**config.mk**
```make
export PLATFORM = sky130hd
export DESIGN_NAME = vtce_hdr_gen
export DESIGN_NICKNAME = d
export VERILOG_FILES = /design/src/rtl/vtce_pkg.sv /design/src/rtl/vtce_seq_ctr.sv /design/src/rtl/vtce_ptr_enc.sv /design/src/rtl/vtce_flag_enc.sv /design/src/rtl/vtce_hdr_gen.sv
export SDC_FILE = /design/constraint.sdc
export NUM_CORES = 1
export LEC_CHECK = 0
export ABC_CLOCK_PERIOD_IN_PS = 2290
export BUFFER_PORTS_ARGS = -buffer_cell sky130_fd_sc_hd__buf_4
export CORE_ASPECT_RATIO = 1.4
export CORE_MARGIN = 5
export CORE_UTILIZATION = 54
export CTS_BUF_LIST = sky130_fd_sc_hd__clkbuf_4
export DETAILED_ROUTE_END_ITERATION = 10
export GPL_ROUTABILITY_DRIVEN = 0
export PLACE_DENSITY = 0.83
export SETUP_SLACK_MARGIN = 0.2
export SYNTH_ARGS = -nofsm -noshare
export SYNTH_HDL_FRONTEND = slang
export SYNTH_SLANG_ARGS = --single-unit
export TNS_END_PERCENT = 20
```
**constraint.sdc**
```tcl
create_clock -name clk -period 2.29 [get_ports clk]
set_input_delay 0.229 -clock clk [delete_from_list [all_inputs] [get_ports clk]]
set_output_delay 0.229 -clock clk [all_outputs]
set_load 0.01 [all_outputs]
```
**src/rtl/vtce_pkg.sv**
```systemverilog
// Shared types and size rules for the VT emulation header generator.
// Assumes four tributary sizes selected by a 2-bit code.
package vtce_pkg;

    typedef enum logic [1:0] {
        VT_K15 = 2'd0,
        VT_K2  = 2'd1,
        VT_K3  = 2'd2,
        VT_K6  = 2'd3
    } vt_kind_e;

    // Overhead bytes per multiframe that never appear in the payload
    localparam int unsigned VT_OH_BYTES = 4;

    // Bytes one tributary occupies in a multiframe
    function automatic int unsigned mf_bytes(input vt_kind_e k);
        case (k)
            VT_K15:  return 108;
            VT_K2:   return 144;
            VT_K3:   return 216;
            default: return 432;
        endcase
    endfunction

endpackage

```
**src/rtl/vtce_seq_ctr.sv**
```systemverilog
// Packet sequence counter. Advances once per accepted packet and wraps
// at its full width. Assumes adv is a single-cycle qualifier.
module vtce_seq_ctr #(
    parameter int unsigned SEQ_W = 14
) (
    input  logic             clk,
    input  logic             rst_n,
    input  logic             adv,
    output logic [SEQ_W-1:0] seq
);
    localparam logic [SEQ_W-1:0] SEQ_MAX = {SEQ_W{1'b1}};

    // Count accepted packets, wrapping from all-ones to zero
    always_ff @(posedge clk) begin
        if (!rst_n)
            seq <= '0;
        else if (adv)
            seq <= (seq == SEQ_MAX) ? '0 : seq + 1'b1;
    end
endmodule

```
**src/rtl/vtce_ptr_enc.sv**
```systemverilog
// Structure pointer encoder. Passes the V5 offset through when V5 is
// present and within the limit of the selected tributary size; else it
// returns the absent code. Assumes ABSENT_PTR lies above every limit.
module vtce_ptr_enc
    import vtce_pkg::*;
#(
    parameter int unsigned       PTR_W      = 13,
    parameter logic [PTR_W-1:0]  ABSENT_PTR = 13'h1FF
) (
    input  logic [1:0]       vt_kind,
    input  logic             v5_present,
    input  logic [PTR_W-1:0] v5_offset,
    output logic [PTR_W-1:0] ptr
);
    localparam int unsigned N_KINDS = 4;

    logic [PTR_W-1:0] limit_tab [N_KINDS];

    // One limit per tributary size: multiframe bytes less overhead
    for (genvar gk = 0; gk < N_KINDS; gk++) begin : g_lim
        assign limit_tab[gk] = PTR_W'(mf_bytes(vt_kind_e'(gk)) - VT_OH_BYTES);
    end

    // Select the pointer or the absent code
    always_comb begin
        if (v5_present && (v5_offset <= limit_tab[vt_kind]))
            ptr = v5_offset;
        else
            ptr = ABSENT_PTR;
    end
endmodule

```
**src/rtl/vtce_flag_enc.sv**
```systemverilog
// Justification/AIS flag encoder. AIS-V sets both flags; a conflicting
// pair of events without AIS-V sets neither. Purely combinational.
module vtce_flag_enc (
    input  logic neg_evt,
    input  logic pos_evt,
    input  logic ais_v,
    output logic n_flag,
    output logic p_flag
);
    // Derive N and P for one packet
    always_comb begin
        if (ais_v) begin
            n_flag = 1'b1;
            p_flag = 1'b1;
        end else begin
            n_flag = neg_evt & ~pos_evt;
            p_flag = pos_evt & ~neg_evt;
        end
    end
endmodule

```
**src/rtl/vtce_hdr_gen.sv**
```systemverilog
// VT emulation header generator top. Captures per-packet status on an
// accepted start strobe and offers the packed header on valid/ready.
// Assumes status inputs are valid in the strobe cycle; a strobe that
// arrives while a header is stalled is dropped.
module vtce_hdr_gen
    import vtce_pkg::*;
#(
    parameter int unsigned SEQ_W = 14,
    parameter int unsigned PTR_W = 13,
    localparam int unsigned HDR_W = 5 + PTR_W + SEQ_W
) (
    input  logic             clk,
    input  logic             rst_n,
    input  logic             pkt_start,
    input  logic             rdi_req,
    input  logic             dba_req,
    input  logic             neg_evt,
    input  logic             pos_evt,
    input  logic             ais_v,
    input  logic             v5_present,
    input  logic [PTR_W-1:0] v5_offset,
    input  logic [1:0]       vt_kind,
    output logic             hdr_valid,
    input  logic             hdr_ready,
    output logic [HDR_W-1:0] hdr_word
);
    localparam logic [PTR_W-1:0] ABSENT_PTR = PTR_W'(9'h1FF);

    logic             accept;
    logic [SEQ_W-1:0] seq;
    logic [PTR_W-1:0] ptr;
    logic             n_flag;
    logic             p_flag;
    logic [HDR_W-1:0] next_word;

    // A strobe is taken when the output slot is empty or draining
    assign accept = pkt_start && (!hdr_valid || hdr_ready);

    vtce_seq_ctr #(.SEQ_W(SEQ_W)) u_seq (
        .clk   (clk),
        .rst_n (rst_n),
        .adv   (accept),
        .seq   (seq)
    );

    vtce_ptr_enc #(.PTR_W(PTR_W), .ABSENT_PTR(ABSENT_PTR)) u_ptr (
        .vt_kind    (vt_kind),
        .v5_present (v5_present),
        .v5_offset  (v5_offset),
        .ptr        (ptr)
    );

    vtce_flag_enc u_flag (
        .neg_evt (neg_evt),
        .pos_evt (pos_evt),
        .ais_v   (ais_v),
        .n_flag  (n_flag),
        .p_flag  (p_flag)
    );

    // Pack fields; extension flag is zero since no extra header follows
    assign next_word = {1'b0, rdi_req, dba_req, n_flag, p_flag, ptr, seq};

    // Output register with valid/ready hold
    always_ff @(posedge clk) begin
        if (!rst_n) begin
            hdr_valid <= 1'b0;
            hdr_word  <= '0;
        end else if (accept) begin
            hdr_valid <= 1'b1;
            hdr_word  <= next_word;
        end else if (hdr_ready) begin
            hdr_valid <= 1'b0;
        end
    end
endmodule

```
; ---- After elaboration in Yosys (flattened, before gate mapping)
; Cells that the tools add are included.
[totals]
memories = 0
elab_cells = 26
ram_bits = 0
latch_bits = 0
ff_bits = 46
rom_bits = 0
[classes]
order_cmp = 2
n_addsub = 1
muxes = 9
bitwise = 5
n_mul = 0
n_div = 0
n_shift = 0
n_eq_ne = 1
n_reduce_logical = 5
[ops]
columns = cell, n
row1 = $mux W13, 3
row2 = $bmux W13 S2, 1
row3 = $add A14 B1 Y14 const B, 1
row4 = $eq A14 B14 Y1 const B, 1
row5 = $mux W14, 1
row6 = $le A13 B13 Y1, 1
row7 = $mux W1, 4
row8 = $ge A3 B3 Y1 const B, 1
row9 = $not A2 Y3, 1
row10 = $and A1 B1 Y1, 2
row11 = $logic_and A1 B1 Y1, 2
row12 = $not A1 Y1, 2
row13 = $reduce_bool A2 Y1, 1
row14 = $logic_not A1 Y1, 1
row15 = $logic_or A1 B1 Y1, 1

; ---- Logic depth before layout (Yosys ltp)
; Gate-level depths: netlist of run 1.
[logic_depth]
depth_word = 7
depth_mapped = 8

; ---- Modules after synthesis
; From an unflattened synthesis of run 1, not the netlist that was laid out.
[hier_totals]
hier_cells = 267
area_unflattened_um2 = 2377.3
[modules_own_cells]
columns = module, area_per_inst_um2, cells_per_inst, instances, seq_area_each_um2
row1 = vtce_hdr_gen, 1328.8, 141, 1, 640.6
row2 = vtce_seq_ctr, 649.4, 68, 1, 280.3
row3 = vtce_ptr_enc, 380.4, 55, 1, 0.0
row4 = vtce_flag_enc, 18.8, 3, 1, 0.0

; ---- Least setup slack after synthesis of run 1
; OpenSTA, ideal clock, no wires.
[synth_path]
path_type = input to register
start = input port vt_kind[0]
end = register hdr_word[14]
path_buffers = 0
slack_ns = 0.514
setup_ns = 0.141
t_arrival_ns = 1.635
stages = 7
path_cell_list = inv_1 ha_1 ha_1 nand4_1 or3_1 o21ai_1 a31oi_1
[synth_via]
elab_chain_len = 7
[synth_lines]
columns = element, line_no
row1 = "start, declared", vtce_hdr_gen.sv:22  ; input logic [1:0] vt_kind,
row2 = $not A2 Y3 (implied by the code), vtce_ptr_enc.sv:26  ; if (v5_present && (v5_offset <= limit_tab[vt_kind]))
row3 = $bmux W13 S2, vtce_ptr_enc.sv:26
row4 = $mux W13 (implied by the code) (2 in a row), vtce_ptr_enc.sv:26
row5 = $le A13 B13 Y1, vtce_ptr_enc.sv:26
row6 = $logic_and A1 B1 Y1, vtce_ptr_enc.sv:26
row7 = $mux W13, vtce_ptr_enc.sv:26
row8 = "end signal, assigned", vtce_hdr_gen.sv:71  ; hdr_word <= next_word;
row9 = "end, declared", vtce_hdr_gen.sv:25  ; output logic [HDR_W-1:0] hdr_word
; Every way passes these cells. The select of a mux whose other input is x is not followed.
; A chain may end at the register's enable or synchronous reset.

; ---- Worst setup path after layout of run 1
[layout_path]
start = register hdr_valid
end = register hdr_word[17]
[layout_via]
elab_chain_len = 3
[layout_lines]
columns = element, line_no
row1 = "start, declared", vtce_hdr_gen.sv:23  ; output logic hdr_valid,
row2 = "start signal, assigned", vtce_hdr_gen.sv:67  ; hdr_valid <= 1'b0;
row3 = "start signal, assigned", vtce_hdr_gen.sv:70  ; hdr_valid <= 1'b1;
row4 = "start signal, assigned", vtce_hdr_gen.sv:73  ; hdr_valid <= 1'b0;
row5 = $logic_not A1 Y1, vtce_hdr_gen.sv:37  ; assign accept = pkt_start && (!hdr_valid || hdr_ready);
row6 = $logic_or A1 B1 Y1, vtce_hdr_gen.sv:37
row7 = $logic_and A1 B1 Y1, vtce_hdr_gen.sv:37
; Every way passes these cells.

==> results of run 1 <==
## worst register-to-register path, cell delays in order, from the launching register on
cell and delay (ns):
dfxtp_1 0.34, nand2b_1 0.26, and2_1 0.46, and3_1 0.42
a31oi_1 0.14
## metal layers
| layer | vias up | global-route usage | part of all wire |
|---|---|---|---|
| met4 | 0 | 0.08301 | 0.022 |
| met1 | 811 | 0.1910 | 0.38 |
| li1 | 934 | - | - |
| met5 | - | 0 | 0 |
| met2 | 49 | 0.3217 | 0.53 |
| met3 | 8 | 0.04582 | 0.065 |
## area by class of cell
type                       instances  area [um2]  area share
inverter                          17       63.81     0.02427
clock buffer                       5       37.54     0.01428
clock inverter                     3       68.82     0.02618
tap                               42       52.55     0.01999
multi-input combinational        165        1035      0.3936
sequential                        46       920.9      0.3503
timing repair buffer              60       450.4      0.1713
## registers in the layout (all words and copies together), names as in the netlist
name	count
hdr_word	31
hdr_valid	1
u_seq.seq	14
## power breakdown
part	internal (mW)	total, mW	switching, mW
clock network	0.342	0.600	0.258
logic	0.0929	0.196	0.103
registers	0.823	0.837	0.0141
total	1.26	1.63	0.376
## final timing paths
path                                                from                        end  slack, ns  cells past startpoint
worst min register to register  hdr_word[9]$_SDFFE_PN0P_   hdr_word[9]$_SDFFE_PN0P_       0.47                      2
worst max register to register    hdr_valid$_SDFFE_PN0P_  hdr_word[17]$_SDFFE_PN0P_       0.55                      4
worst max-delay path              hdr_valid$_SDFFE_PN0P_  hdr_word[17]$_SDFFE_PN0P_       0.55                      4
worst min-delay path                        v5_offset[1]  hdr_word[15]$_SDFFE_PN0P_       0.11                      3
## cell families (layout without fill, tap and decap cells)
| group | Yosys count | after routing | share of synthesized area |
|---|---|---|---|
| buf+inv | 31 | 85 | 0.06239 |
| flops | 46 | 46 | 0.4415 |
| compound gates | 59 | 59 | 0.1872 |
| other cells | 1 | 1 | 0.001798 |
| simple gates | 86 | 86 | 0.2058 |
| fa+ha+maj | 12 | 12 | 0.07198 |
| xor+xnor | 7 | 7 | 0.02939 |
## stage by stage
step	utilization	hold slack (ns)	instance area (um2)
after floorplan	-	0.3607	2086
after global placement	0.6802	0.4495	2522
after detailed placement	0.6802	0.4559	2522
after CTS	0.7088	0.1059	2629
after global routing	0.7088	0.09425	2629
final	0.7088	0.1135	2629
## synthesized netlist by cell type, types with 2 or more instances
master | instances | area share
a21boi_0 | 18 | 0.065
a21oi_1 | 8 | 0.019
a31oi_1 | 9 | 0.027
and3_1 | 6 | 0.018
and3_2 | 2 | 0.0072
buf_2 | 2 | 0.0048
clkbuf_1 | 9 | 0.016
dfxtp_1 | 46 | 0.44
ha_1 | 12 | 0.072
inv_1 | 17 | 0.031
nand2_1 | 44 | 0.079
nand3_1 | 4 | 0.0096
nand4_1 | 5 | 0.015
nor2_1 | 8 | 0.014
nor4_1 | 2 | 0.0060
o211a_1 | 2 | 0.0096
o21ai_0 | 14 | 0.034
or3_1 | 6 | 0.018
xor2_1 | 6 | 0.025
==> metrics.cfg, run 1 <==
[clock_network]
cts.hold.buffers_added=0
clock_latency_ns=0.35
cts_tree=yes
clock_sinks=46
cts_resized=0
cts_buffer_depth=2
cts_buffers=5
path_clk_slew_ns=0.14
root_buffer=clkbuf_4
post_cts_buffers=0
ctsHtreeMaxLevel=2

[worst_setup_path]
crit_fanout=11
path_class=reg -> reg
setup.worst_path.end_class=flip-flop
worst_path_max_delay_cell=and2_1
path_buf_inv=0
required_ns=2.52
crit_path_start_kind=flip-flop
crit_arrival_ns=1.97
path_delay_family=simple AND/OR/NAND/NOR gates
worstPathCellList=nand2b_1 -> and2_1 -> and3_1 -> a31oi_1
cpPeakStageDelay_ns=0.46

[synthesis]
post_synth.cell_area_avg_um2=8.619
synth_cell_type_count=41
synth_seq_area_share=0.4415
synth_nets=279
synth-main-ff-cell=dfxtp_1
synth-edff-count=0
ys_ff_latch=46
syn_inst=242
async_reset_ff_frac=0
syn_area_um2=2086
yosysWarnings=0

[global_routing]
grt_pass1_wl_um=7762
grt-ovfl-total=0
antenna_found_initial=0
groute.usage.overall=0.1790
grt_start_max_net_pins=37
grt_pass1_vias=1754

[min_path]
min-delay-path-class=in -> reg

[timing]
hold_viol=0
slew_headroom=0.5927
clock.fmax_ghz=0.5754
tns_ns=0
drv_slew=0
grt_setup_unrepaired=no
fin_crit_sh=0.7589
min_period_ns=1.738
setup-violations-final=0
finClkSkew_ns=0.01095
fin_ws_ns=0.5521
worstMarginPinSlew_ns=0.6068

[route]
drc=0
dr_total_vias=1802
ant_nets=0
firstDrtPassIters=4
drt_iter0_drc=53
drt_wl_total_um=4564
post_drt_wl_per_cell_um=13.50
vias_per_cell=5.331

[die]
io_pins=58
dieArea_um2=5223
chipWidth_um=62.53
coreArea_um2=3709
die_height_um=83.54
initial_core_util=0.5624
rows=26

[finish]
syn_to_final_growth_pct=26.03
fillers=305
diodes=0
layout_common_cells=buf_4 (60), dfxtp_1 (46), nand2_1 (44)
layoutNonFillerInstCount=338
fin_nets=332
drive_gt1_frac=0.2601
layout_commonest_cell=buf_4

[place]
dp.cells=330
dp_hpwl_um=3521
port_buffers=56
place_ws_ns=0.1646

[power]
ir_drop_v=0.0005780
power_density_nw_per_um2=621.3
leakagePower_nw=1.160
report.power.total_mw=1.633

[run_status]
status=finished, final reports clean

[flow_run]
drv_cap=0

(Power assumes the default switching activity.)
==> run 2, diff against run 1 <==
ABC_CLOCK_PERIOD_IN_PS = 1800   (was 2290)
clock period = 1.8 ns   (was 2.29 ns; I/O delays follow)
==> metrics.cfg, run 2 (synthesis results as in run 1) <==
[finish]
fillers=294
diodes=0
largest_registers=hdr_word x31, u_seq.seq x14, hdr_valid x1
drive_gt1_frac=0.3168
syn_to_final_growth_pct=30.05
post-route-util=0.7314
layout_commonest_cell=buf_4
layout_common_cells=buf_4 (67), nand2_1 (43), dfxtp_1 (40)
top_register=hdr_word
fin_nets=339
largest_reg_flops=31

[power]
power_density_nw_per_um2=719.4
clockPowerShare=0.319
p_int_mw=1.471
ir_drop_v=0.0007945
combPwrFrac=0.137
p_sw_frac=0.2463
power_frac_seq=0.544
leakagePower_nw=1.226
p_sw_uw=480.7
report.power.total_mw=1.951

[clock_network]
cts.hold.buffers_added=0
path_clk_slew_ns=0.14
cts_tree=yes
clock_sinks=46
ctsHtreeMaxLevel=2
cts_buffers=5
cts_buffer_depth=2
clock_latency_ns=0.35
root_buffer=clkbuf_4

[route]
drt_wl_total_um=4792
vias_per_cell=5.499
drc=0
dr_total_vias=1897
drt_iter0_drc=80
post_drt_wl_per_cell_um=13.89
ant_nets=0
firstDrtPassIters=4

[run_status]
status=finished, final reports clean

[worst_setup_path]
ff2ff_path_depth=5
r2r_start=u_seq.seq[0]$_SDFFE_PN0P_
crit_arrival_ns=1.90
setup.worst_path.end_class=flip-flop
setup.worst_path.start=u_seq.seq[0]$_SDFFE_PN0P_
crit_path_start_kind=flip-flop
cpPeakStageDelay_ns=0.43
path_class=reg -> reg
path_delay_family=simple AND/OR/NAND/NOR gates
worst_path_max_delay_cell=or4_4
worstPathCellList=buf_4 -> nand4_1 -> or3_4 -> or4_4 -> a21oi_2
path_buf_inv=1
r2r_slack_ns=0.21
crit_fanout=7
cp.depth=5
required_ns=2.11

[timing]
fin_ws_ns=0.2086
grt_setup_unrepaired=yes
finClkSkew_ns=0.008707
clock.fmax_ghz=0.6284
drv_slew=0
fin_crit_sh=0.8841
hold_ws_ns=0.07329
min_period_ns=1.591
hold_viol=0
setup-violations-final=0

[global_routing]
groute.usage.overall=0.1915
grt_start_max_net_pins=37
grt-ovfl-total=0
grt_pass1_vias=1940
antenna_found_initial=0
grt_pass1_wl_um=8362

[die]
initial_core_util=0.5624
coreArea_um2=3709
die_height_um=83.54
io_pins=58
chipWidth_um=62.53
dieArea_um2=5223
rows=26

[place]
place_ws_ns=-0.06232
port_buffers=56
dp_hpwl_um=3662

[min_path]
whs_path_depth=3
min-delay-path-class=in -> reg
holdCritStartpoint=v5_offset[1]

[flow_run]
drv_cap=0

==> run 2: cell types whose count changed in the layout (fill, tap and decap cells not counted), sizes merged <==
cell / change
buf: +7
bufinv: -1
inv: +1
==> run 2: power by group through the flow <==
stage	clock network, mW	registers (mW)	logic, mW
floorplan	0	1.10	0.123
global placement	0	1.09	0.250
detailed placement	0	1.09	0.258
CTS	0.639	1.06	0.270
global route	0.684	1.07	0.300
finish	0.622	1.06	0.267
==> run 2: routing by layer <==
metal | global-route usage | routed length [um]
met4 | 0.07529 | 91
met1 | 0.1852 | 1796
met3 | 0.05256 | 255
met5 | 0 | 0
met2 | 0.3698 | 2649
==> run 2: area by class of cell <==
type	count	area (um2)	area share
Clock buffer	5	37.54	0.01384
Clock inverter	3	43.79	0.01614
Inverter	17	63.81	0.02352
Multi-Input combinational cell	165	1081	0.3985
Sequential cell	46	930.9	0.3432
Tap cell	42	52.55	0.01937
Timing Repair Buffer	67	503.0	0.1854
==> run 2: what timing repair did <==
item                       in CTS  in global routing
setup endpoints to repair      11                 14
gates resized for setup        11                  5
buffers inserted                2                  1
cloned                          1                  0
pin swaps                       2                  1
==> run 2: metrics by stage <==
step           TNS [ns]  cells  cell area, um2
2_1_floorplan         0    242            2102
3_3_place_gp          0    333            2561
3_5_place_dp    -0.3371    333            2561
4_1_cts               0    344            2698
5_1_grt               0    345            2713
6_report              0    345            2713
==> run 2: final timing paths <==
path	end
max	u_seq.seq[13]$_SDFFE_PN0P_
min	hdr_word[15]$_SDFFE_PN0P_
max reg2reg	u_seq.seq[13]$_SDFFE_PN0P_
min reg2reg	hdr_word[10]$_SDFFE_PN0P_
==> run 2: worst reg2reg max path, cell delays in order, from the launching register on <==
cell	delay (ns)
dfxtp_4	0.37
buf_4	0.12
nand4_1	0.10
or3_4	0.39
or4_4	0.43
a21oi_2	0.13
